===== src/rtl/ocref_pkg.sv =====
`timescale 1ns/1ps
package ocref_pkg;

  // Width of the control word carried on the write port
  localparam int CTRL_W = 9;

  // Mode codes (bit 3 set means reserved)
  localparam logic [3:0] M_FROZEN = 4'd0;
  localparam logic [3:0] M_SET    = 4'd1;
  localparam logic [3:0] M_CLR    = 4'd2;
  localparam logic [3:0] M_TOG    = 4'd3;
  localparam logic [3:0] M_LOW    = 4'd4;
  localparam logic [3:0] M_HIGH   = 4'd5;
  localparam logic [3:0] M_PWM1   = 4'd6;
  localparam logic [3:0] M_PWM2   = 4'd7;

  typedef struct packed {
    logic [3:0] mode;
    logic       clr_en;
    logic       fast_en;
    logic       pre_en;
    logic [1:0] sel;
  } ctrl_t;

  // Control word layout: sel[1:0], preload 2, fast 3, clear 4,
  // mode[2:0] at [7:5], mode[3] at 8
  function automatic ctrl_t unpack_ctrl(input logic [CTRL_W-1:0] w);
    ctrl_t c;
    c.sel     = w[1:0];
    c.pre_en  = w[2];
    c.fast_en = w[3];
    c.clr_en  = w[4];
    c.mode    = {w[8], w[7:5]};
    return c;
  endfunction

endpackage


===== src/rtl/ocref_regs.sv =====
`timescale 1ns/1ps
module ocref_regs
  import ocref_pkg::*;
#(
  parameter int CNT_W = 16
) (
  input  logic             clk,
  input  logic             rst_n,
  input  logic             wr_en,
  input  logic             wr_sel,
  input  logic [CNT_W-1:0] wr_data,
  input  logic             upd_evt,
  output ctrl_t            ctrl,
  output logic [CNT_W-1:0] cmp_act,
  output logic             cmp_wr
);

  ctrl_t            ctrl_q;
  logic [CNT_W-1:0] shadow_q;
  logic [CNT_W-1:0] act_q;
  logic             ctrl_wr;

  assign cmp_wr  = wr_en && !wr_sel;
  assign ctrl_wr = wr_en && wr_sel;

  always_ff @(posedge clk) begin
    if (!rst_n) begin
      ctrl_q <= '0;
    end else if (ctrl_wr) begin
      ctrl_q <= unpack_ctrl(wr_data[CTRL_W-1:0]);
    end
  end

  always_ff @(posedge clk) begin
    if (!rst_n) begin
      shadow_q <= '0;
      act_q    <= '0;
    end else begin
      if (cmp_wr) begin
        shadow_q <= wr_data;
      end
      if (!ctrl_q.pre_en) begin
        if (cmp_wr) begin
          act_q <= wr_data;
        end
      end else if (upd_evt) begin
        act_q <= shadow_q;
      end
    end
  end

  assign ctrl    = ctrl_q;
  assign cmp_act = act_q;

endmodule


===== src/rtl/ocref_clear.sv =====
`timescale 1ns/1ps
module ocref_clear (
  input  logic clk,
  input  logic rst_n,
  input  logic clr_en,
  input  logic ext_clr,
  input  logic upd_evt,
  output logic clr_active
);

  logic clr_q;
  logic clr_req;

  assign clr_req = clr_en && ext_clr;

  always_ff @(posedge clk) begin
    if (!rst_n) begin
      clr_q <= 1'b0;
    end else begin
      clr_q <= (clr_q && !upd_evt) || clr_req;
    end
  end

  assign clr_active = clr_q || clr_req;

endmodule


===== src/rtl/ocref_eval.sv =====
`timescale 1ns/1ps
module ocref_eval
  import ocref_pkg::*;
#(
  parameter int CNT_W = 16
) (
  input  logic             clk,
  input  logic             rst_n,
  input  logic [3:0]       mode,
  input  logic [1:0]       sel,
  input  logic             clr_active,
  input  logic [CNT_W-1:0] cnt,
  input  logic             cnt_down,
  input  logic [CNT_W-1:0] cmp,
  output logic             out_mode,
  output logic             match_hit,
  output logic             pwm_lvl,
  output logic             ref_nxt,
  output logic             ref_q
);

  function automatic logic f_match(input logic [CNT_W-1:0] c,
                                   input logic [CNT_W-1:0] k);
    return c == k;
  endfunction

  // Level of the first pulse-width rule
  function automatic logic f_pwm1(input logic [CNT_W-1:0] c,
                                  input logic [CNT_W-1:0] k,
                                  input logic             down);
    return down ? (c <= k) : (c < k);
  endfunction

  assign out_mode  = (sel == 2'b00);
  assign match_hit = out_mode && f_match(cnt, cmp);
  assign pwm_lvl   = f_pwm1(cnt, cmp, cnt_down);

  always_comb begin
    ref_nxt = ref_q;
    if (out_mode) begin
      if (clr_active) begin
        ref_nxt = 1'b0;
      end else if (!mode[3]) begin
        case (mode)
          M_SET:   if (match_hit) ref_nxt = 1'b1;
          M_CLR:   if (match_hit) ref_nxt = 1'b0;
          M_TOG:   if (match_hit) ref_nxt = !ref_q;
          M_LOW:   ref_nxt = 1'b0;
          M_HIGH:  ref_nxt = 1'b1;
          M_PWM1:  ref_nxt = pwm_lvl;
          M_PWM2:  ref_nxt = !pwm_lvl;
          default: ref_nxt = ref_q;
        endcase
      end
    end
  end

  always_ff @(posedge clk) begin
    if (!rst_n) begin
      ref_q <= 1'b0;
    end else begin
      ref_q <= ref_nxt;
    end
  end

endmodule


===== src/rtl/ocref_channel.sv =====
`timescale 1ns/1ps
module ocref_channel
  import ocref_pkg::*;
#(
  parameter int CNT_W = 16
) (
  input  logic             clk,
  input  logic             rst_n,
  input  logic [CNT_W-1:0] cnt,
  input  logic             cnt_down,
  input  logic             upd_evt,
  input  logic             ext_clr,
  input  logic             wr_en,
  input  logic             wr_sel,
  input  logic [CNT_W-1:0] wr_data,
  output logic             ocref
);

  ctrl_t            ctrl;
  logic [CNT_W-1:0] cmp_act;
  logic             cmp_wr;
  logic             clr_active;
  logic             out_mode;
  logic             match_hit;
  logic             pwm_lvl;
  logic             ref_nxt;
  logic             ref_q;
  logic [3:0]       mode_q;
  logic             pre_en;

  ocref_regs #(.CNT_W(CNT_W)) u_regs (
    .clk     (clk),
    .rst_n   (rst_n),
    .wr_en   (wr_en),
    .wr_sel  (wr_sel),
    .wr_data (wr_data),
    .upd_evt (upd_evt),
    .ctrl    (ctrl),
    .cmp_act (cmp_act),
    .cmp_wr  (cmp_wr)
  );

  ocref_clear u_clear (
    .clk        (clk),
    .rst_n      (rst_n),
    .clr_en     (ctrl.clr_en),
    .ext_clr    (ext_clr),
    .upd_evt    (upd_evt),
    .clr_active (clr_active)
  );

  ocref_eval #(.CNT_W(CNT_W)) u_eval (
    .clk        (clk),
    .rst_n      (rst_n),
    .mode       (ctrl.mode),
    .sel        (ctrl.sel),
    .clr_active (clr_active),
    .cnt        (cnt),
    .cnt_down   (cnt_down),
    .cmp        (cmp_act),
    .out_mode   (out_mode),
    .match_hit  (match_hit),
    .pwm_lvl    (pwm_lvl),
    .ref_nxt    (ref_nxt),
    .ref_q      (ref_q)
  );

  assign mode_q = ctrl.mode;
  assign pre_en = ctrl.pre_en;

  // Fast enable bypasses the reference register
  assign ocref = ctrl.fast_en ? ref_nxt : ref_q;

endmodule


===== config.mk =====
export PLATFORM = sky130hd
export DESIGN_NAME = ocref_channel
export DESIGN_NICKNAME = d
export VERILOG_FILES = /design/src/rtl/ocref_pkg.sv /design/src/rtl/ocref_regs.sv /design/src/rtl/ocref_clear.sv /design/src/rtl/ocref_eval.sv /design/src/rtl/ocref_channel.sv
export SDC_FILE = /design/constraint.sdc
export NUM_CORES = 1
export LEC_CHECK = 0
export ABC_AREA = 0
export BUFFER_PORTS_ARGS = -buffer_cell sky130_fd_sc_hd__buf_2
export CAP_MARGIN = 10
export CELL_PAD_IN_SITES_DETAIL_PLACEMENT = 1
export CELL_PAD_IN_SITES_GLOBAL_PLACEMENT = 2
export CORE_MARGIN = 3
export CORE_UTILIZATION = 33
export DETAILED_ROUTE_END_ITERATION = 10
export GPL_TIMING_DRIVEN = 0
export PLACE_DENSITY_LB_ADDON = 0.12
export RECOVER_POWER = 100
export REMOVE_ABC_BUFFERS = 1
export SLEW_MARGIN = 20
export SYNTH_ARGS = -nofsm -noshare
export SYNTH_HDL_FRONTEND = slang
export SYNTH_HIERARCHICAL = 1
export SYNTH_SLANG_ARGS = --single-unit

===== constraint.sdc =====
create_clock -name clk -period 4 [get_ports clk]
set_input_delay 0.4 -clock clk [delete_from_list [all_inputs] [get_ports clk]]
set_output_delay 0.4 -clock clk [all_outputs]
set_load 0.02 [all_outputs]

# Yosys cells after proc, flatten, opt, wreduce, memory -nomap -nowiden
# Index checks and enable logic that the tools add are counted.
[totals]
inputBits = 39
elab_cells = 46
out_inout_bits = 1
ff_bits = 43
[classes]
eq_ne = 9
magnitude_cmp = 2
reduce_logical = 14
n_mux = 12
[op_table]
columns = ["cell", "n"]
rows = [
  ["$mux 16", 3],
  ["$eq 16x16->1", 1],
  ["$eq 4x3->1 const B", 4],
  ["$le 16x16->1", 1],
  ["$lt 16x16->1", 1],
  ["$eq 4x2->1 const B", 2],
  ["$mux 1", 8],
  ["$pmux 1 s7", 1],
  ["$logic_and 1x1->1", 5],
  ["$eq 4x1->1 const B", 1],
  ["$logic_not 1->1", 4],
  ["$logic_not 2->1", 1],
  ["$logic_or 1x1->1", 2],
  ["$ne 2x2->1 const B", 1],
  ["$reduce_and 2->1", 1],
  ["$reduce_bool 2->1", 1],
]

# Logic depth before layout (Yosys ltp)
# Gate-level depths: netlist (run 1).
[logic_depth]
depth_word = 8
mapped_depth = 14
depth_no_buf = 14

# Hierarchy
# The synthesis (run 1) kept the hierarchy.
[by_module_without_submodules]
columns = ["module", "area_each_um2", "instances", "cells_each", "seq_area_each_um2"]
rows = [
  ["ocref_regs", 1814.2, 1, 200, 820.8],
  ["ocref_eval", 589.3, 1, 86, 20.0],
  ["ocref_clear", 43.8, 1, 5, 20.0],
  ["ocref_channel", 15.0, 1, 1, 0.0],
]

# Least setup slack after synthesis (run 1)
# OpenSTA, ideal clock, no wires.
[synth_path]
kind = "input to output"
from = "in cnt[15]"
to = "out ocref"
path_buffers = 0
t_arrival_ns = 2.857
path_stages = 13
setup_slack_ns = 0.743
path_cell_list = "ha_1 nand4_2 nor3_2 nand4_1 or3_1 ha_1 inv_1 mux2i_1 nand2_1 o21ai_0 a32o_1 or3_1 mux2_4"
[synth_via]
elab_chain_len = 8
[synth_rtl]
columns = ["element", "line_no", "text"]
rows = [
  ["start, declared", "ocref_channel.sv:9", "input logic [CNT_W-1:0] cnt,"],
  ["$lt 16x16->1 (tied with other cells)", "ocref_eval.sv:31", "return down ? (c <= k) : (c < k);"],
  ["$mux 1 / $logic_and 1x1->1 (equally long branches)", "ocref_eval.sv:31, ocref_eval.sv:35", ""],
  ["$logic_not 1->1 (tied with other cells)", "ocref_eval.sv:51", "M_PWM2: ref_nxt = !pwm_lvl;"],
  ["$pmux 1 s7 (*)", "ocref_eval.sv:44", "case (mode)"],
  ["$mux 1 (*)", "ocref_eval.sv:43", "end else if (!mode[3]) begin"],
  ["$mux 1 (*)", "ocref_eval.sv:41", "if (clr_active) begin"],
  ["$mux 1 (*)", "ocref_eval.sv:40", "if (out_mode) begin"],
  ["via ref_nxt", "ocref_channel.sv:26", "logic ref_nxt;"],
  ["$mux 1 (*)", "ocref_channel.sv:72", "assign ocref = ctrl.fast_en ? ref_nxt : ref_q;"],
  ["end, declared", "ocref_channel.sv:16", "output logic ocref"],
]
# Mark *: on every way through the listed nets, which the timed path passes. The rest lies on a longest branch.

# Worst setup path after layout (run 1)
[layout_path]
from = "reg u_regs.act_q[14] (netlist: u_regs/cmp_act[14])"
to = "out ocref"
[layout_via]
elab_chain_len = 8
[layout_rtl]
columns = ["element", "line_no", "text"]
rows = [
  ["start, declared", "ocref_regs.sv:20", "logic [CNT_W-1:0] act_q;"],
  ["start signal, assigned", "ocref_regs.sv:44", "act_q <= wr_data;"],
  ["start signal, assigned", "ocref_regs.sv:47", "act_q <= shadow_q;"],
  ["$lt 16x16->1 (tied with other cells)", "ocref_eval.sv:31", ""],
  ["$mux 1 / $logic_and 1x1->1 (equally long branches)", "ocref_eval.sv:31, ocref_eval.sv:35", ""],
  ["$logic_not 1->1 (tied with other cells)", "ocref_eval.sv:51", ""],
  ["$pmux 1 s7 (*)", "ocref_eval.sv:44", ""],
  ["$mux 1 (*)", "ocref_eval.sv:43", ""],
  ["$mux 1 (*)", "ocref_eval.sv:41", ""],
  ["$mux 1 (*)", "ocref_eval.sv:40", ""],
  ["via ref_nxt", "ocref_channel.sv:26", ""],
  ["$mux 1 (*)", "ocref_channel.sv:72", ""],
]
# Marks and branches as above.

==> impl_metrics.ini, run 1 <==
[global_routing]
grt_pass1_wl_um = 10400
met3_usage_pct = 3.49
busiest_layer = met2
grt-ovfl-total = 0
track_usage_pct = 15.4
gr-usage-met1_pct = 20.7
antenna_found_initial = 0
grt_pass1_vias = 2155
met2_usage_pct = 24.4
grt_max_degree = 44

[run_status]
status = finished, violations left
violations = capacitance limit, slew limit

[clocking]
cts_buffers = 5
clkLatencyLatePin_ns = 0.30
numClockSinks = 43
clk_pin_slew_ns = 0.08
cts_tree = yes
clockRootBuffer = clkbuf_8
clock_path_buffers = 2
htreeDepth = 2

[critical_path]
criticalPathCategory = register to output pin
crit_buf_inv = 3
path_cells = inv_1 -> ha_1 -> nand4_4 -> nor3_4 -> nand4_1 -> or3_4 -> ha_1 -> inv_1 -> mux2i_1 -> nand2_1 -> o21ai_0 -> a32o_1 -> or3_1 -> mux2_4 -> buf_2
critPathMaxFanout = 3
cp_slowest_cell = or3_1
cp-end-kind = output pin
cp.arrival_ns = 3.38
cpLargestDelayFamily = simple AND/OR/NAND/NOR gates
required_ns = 3.60
slowest_delay_ns = 0.37
critPathLaunchType = register

[place]
portBuffers = 39
place_ws_ns = 0.225
dp_hpwl_um = 4270
gp_congestion = 0.756
dp_cells = 410

[route]
viasPerCell = 4.91
routed_wl_um = 6090
vias = 2059
wl_per_cell_um = 14.5
drc_errors = 0
ant_nets = 0
drtIter0Drc = 68
drtPass1Iterations = 4

[power]
power_density_mw_per_mm2 = 326
peakVddDrop_uv = 112
power_w = 0.000910
power.leakage_nw = 1.12

[sta]
worstMarginPinSlew_ns = 1.68
grt_setup_unrepaired = no
fmax_ghz = 0.264
worst_slew_margin_rel_pct = -12.0
setup_viol = 0
drv_slew = 44
fin_hold_ws_ns = 0.371
min_period_ns = 3.78
finalSetupTns_ns = 0
fin_crit_sh_pct = 94.5
skew_ns = 0.00328
setup_ws_ns = 0.218
hold_viol = 0

[logic_synthesis]
syn_area_mm2 = 0.00246
syn_inst = 291
synth_area_per_cell_um2 = 8.45
ys_warn_count = 6

[run]
cap_viol_max_count = 1

[finish]
layoutNonFillerInstCount = 419
nNetsFinal = 379
synthToLayoutAreaGrowth_pct = 13.4
n_antenna_cell = 0
drive_gt1_share_pct = 23.2
fillers = 887

[floorplanning]
dieArea_mm2 = 0.00852
die_h_um = 92.3
rows = 30
dieWidth_um = 92.3
design.portCount = 40
start_util_pct = 35.0
coreArea_mm2 = 0.00702

[worst_hold_path]
hp-class = primary input to register
[worst register-to-register path: cells and delay by family (launching register included)]
family	cells	cell delay, ns
and+or+nand+nor	5	0.83
adders and majority gates	2	0.62
AOI/OAI and AO/OA	3	0.61
DFF	1	0.36
buffers and inverters	2	0.10
muxes	1	0.06
[flip-flops by register name (all words and copies together), names as in the netlist]
register,cells
u_regs/shadow_q,16
u_clear/clr_q,1
u_regs/cmp_act,16
u_regs/ctrl,9
u_eval/ref_q,1
[worst paths after layout]
path | from | to | slack, ns | depth (start not counted)
setup / recovery | u_regs/cmp_act[14] | ocref | 0.22 | 15
hold reg to reg | u_regs/shadow_q[10] | u_regs/shadow_q[10] | 0.47 | 2
setup reg to reg | u_regs/cmp_act[14] | u_eval/ref_q | 1.31 | 13
hold / removal | wr_data[13] | u_regs/cmp_act[13] | 0.37 | 3
[where the power goes]
group | internal, W | switching, W
clock network | 0.000123 | 0.000152
logic | 0.0000756 | 0.0000907
registers | 0.000453 | 0.0000164
[cell usage in the layout, fill, tap and decap left out, types with 3 or more instances in the layout]
| master | n |
|---|---|
| nor3_1 | 3 |
| dfxtp_2 | 5 |
| inv_1 | 20 |
| o21ai_0 | 19 |
| a21oi_1 | 6 |
| nand2b_1 | 3 |
| mux2_4 | 11 |
| ha_1 | 16 |
| buf_2 | 38 |
| nand3_1 | 10 |
| nand2_1 | 67 |
| mux2_2 | 6 |
| a21boi_0 | 26 |
| dfxtp_1 | 38 |
| clkbuf_1 | 3 |
| a31oi_1 | 16 |
| nor2_1 | 6 |
| clkbuf_8 | 5 |
[timing repair]
| action | in CTS | in global routing |
|---|---|---|
| resized for setup | 0 | 10 |
| buffers inserted | 0 | 1 |
| hold buffers | 0 | 0 |
| setup endpoints to repair | 0 | 1 |
[metal layers]
metal,vias up,wire (µm)
met5,-,0
li1,1065,-
met2,28,2740
met4,0,82
met1,959,3050
met3,7,219
[stage by stage]
step                      utilization (%)  cell area (µm²)
after global routing                 39.7             2790
after floorplan                         -             2340
after detailed placement             37.9             2660
final                                39.7             2790
after CTS                            39.0             2740
after global placement               37.8             2660
[final cells by class]
class | count | area, µm² | area share (%)
clock buffers | 7 | 76.3 | 2.74
clock inverters | 1 | 5.00 | 0.179
inverters | 21 | 83.8 | 3.01
multi-input cells | 211 | 1440 | 51.5
flip-flops and latches | 43 | 867 | 31.1
well taps | 96 | 120 | 4.31
repair buffers | 40 | 201 | 7.22
Note: power is estimated with default switching activity, not from simulation.
==> inputs of run 2 (changes only) <==
Settings changed: ABC_AREA 0 to 1, CORE_UTILIZATION 33 to 31.
==> run 2 against run 1 <==
The run still ends with capacitance limit, slew limit left. First-iteration DRC count up 10%. Largest power group unchanged. Cell area down 0.18%. Clock skew up 0.0016 ns. Fmax up 19%. Core utilization down 3.9 points. Synthesized cell count up 28%. Register-to-register slack better by 0.34 ns. Via count up 11%. Critical path depth up 2. Critical path type unchanged.
==> impl_metrics.ini, run 2 <==
[route]
drc_errors = 0
vias = 2292
drtPass1Iterations = 4
routed_wl_um = 6120
drtIter0Drc = 75
viasPerCell = 4.52
wl_per_cell_um = 12.1
ant_nets = 0

[logic_synthesis]
syn_area_mm2 = 0.00249
syn_inst = 373
ys_warn_count = 6
synth_area_per_cell_um2 = 6.68

[worst_hold_path]
min_from = wr_data[15]
hp-class = primary input to register
min_to = u_regs/shadow_q[15]
min_path_cells = 3

[clocking]
postCtsSetupBuffers = 0
clock_path_buffers = 2
clk_pin_slew_ns = 0.08
htreeDepth = 2
cts_tree = yes
cts_buffers = 5
cts_hold_buf = 0
clkLatencyLatePin_ns = 0.28
clockRootBuffer = clkbuf_8
post_cts_resized = 0
numClockSinks = 43

[sta]
skew_ns = 0.00488
fin_crit_sh_pct = 79.4
drv_slew = 44
finalSetupTns_ns = 0
min_period_ns = 3.18
setup_viol = 0
hold_viol = 0
worstMarginPinSlew_ns = 1.72
worst_slew_margin_rel_pct = -14.4
fmax_ghz = 0.315
grt_setup_unrepaired = no

[finish]
final_cell_mix = nand2_1 (78), inv_1 (62), nor2_1 (46), dfxtp_1 (43), buf_2 (38)
n_antenna_cell = 0
drive_gt1_share_pct = 15.3
nNetsFinal = 463
synthToLayoutAreaGrowth_pct = 11.8
final_common_cell = nand2_1
finish.utilization_pct = 35.8

[floorplanning]
dieArea_mm2 = 0.00914
rows = 32
coreArea_mm2 = 0.00777
die_h_um = 95.6
dieWidth_um = 95.6
design.portCount = 40
start_util_pct = 32.1

[critical_path]
cpMostUsedCell = nand2_1
path_cells = inv_1 -> ha_1 -> nand2_1 -> nor2_1 -> nand2_1 -> nor2_4 -> nand3_1 -> ha_1 -> nor3_1 -> nor3_1 -> nor2_1 -> nand4_1 -> nand2_1 -> nand2_1 -> nand2_1 -> nand2_1 -> buf_2
reg2reg_depth = 14
critPathMaxFanout = 2
cpLargestDelayFamily = simple AND/OR/NAND/NOR gates
rr_startpoint = u_regs/cmp_act[13]
cp-end-kind = output pin
criticalPathCategory = register to output pin
slowest_delay_ns = 0.36
required_ns = 3.60
cp.arrival_ns = 2.78
cp_slowest_cell = dfxtp_1
crit_buf_inv = 2
reg2reg_slack_ns = 1.65
reg2reg_to = u_eval/ref_q
critPathLaunchType = register

[global_routing]
grt_pass1_vias = 2161
grt_max_degree = 44
grt-ovfl-total = 0
antenna_found_initial = 0
grt_pass1_wl_um = 10100
track_usage_pct = 14.2

[power]
peakVddDrop_uv = 134
power.leakage_nw = 1.38
power_density_mw_per_mm2 = 338

[run_status]
violations = capacitance limit, slew limit
status = finished, violations left

[run]
cap_viol_max_count = 1

[place]
portBuffers = 39
gp_congestion = 0.705
dp_hpwl_um = 4580
-- run 2: worst max-delay path by stage --
stage | slack (ns) | depth (start not counted) | start | end
2_1_floorplan | 1.48 | 15 | cnt[15] | ocref
3_3_place_gp | 1.06 | 17 | cnt[15] | ocref
3_5_place_dp | 1.02 | 17 | cnt[15] | ocref
4_1_cts | 0.84 | 17 | u_regs/cmp_act[13] | ocref
5_1_grt | 0.46 | 17 | u_regs/cmp_act[13] | ocref
6_report | 0.82 | 17 | u_regs/cmp_act[13] | ocref
-- run 2: cell type report --
class                   count  area (µm²)
well taps                 102         128
repair buffers             39         194
multi-input cells         249        1270
fillers                  1050        4980
inverters                  68         255
clock buffers               6        72.6
flip-flops and latches     43         861
-- run 2: metal layers --
metal | up-vias | routed length (µm) | part of all wire (%) | global-route usage, %
li1 | 1227 | - | - | -
met1 | 1025 | 3170 | 52 | 19.9
met2 | 38 | 2680 | 44 | 22.5
met3 | 2 | 255 | 4.2 | 2.76
met4 | 0 | 24 | 0.39 | 3.20
met5 | - | 0 | 0 | 0
-- run 2: power breakdown --
group / switching (W) / total (W) / internal, W
clock network: 0.000136 / 0.000252 / 0.000117
logic: 0.000124 / 0.000204 / 0.0000799
registers: 0.0000243 / 0.000485 / 0.000461
-- run 2: worst min-delay path: cells and delay by family --
family	cells	cell delay [ns]
AO/OA/AOI/OAI	1	0.10
buffers and inverters	2	0.11
-- run 2: per-stage QoR --
stage | total power (W) | hold slack [ns] | area, µm² | cells | setup slack (ns)
3_3_place_gp | 0.000699 | 0.459 | 2720 | 501 | 1.06
4_1_cts | 0.000966 | 0.353 | 2800 | 507 | 0.841
6_report | 0.000941 | 0.364 | 2780 | 507 | 0.824
3_5_place_dp | 0.000706 | 0.465 | 2720 | 501 | 1.02
5_1_grt | 0.00103 | 0.381 | 2780 | 507 | 0.457
2_1_floorplan | 0.000631 | 0.445 | 2400 | 360 | 1.48
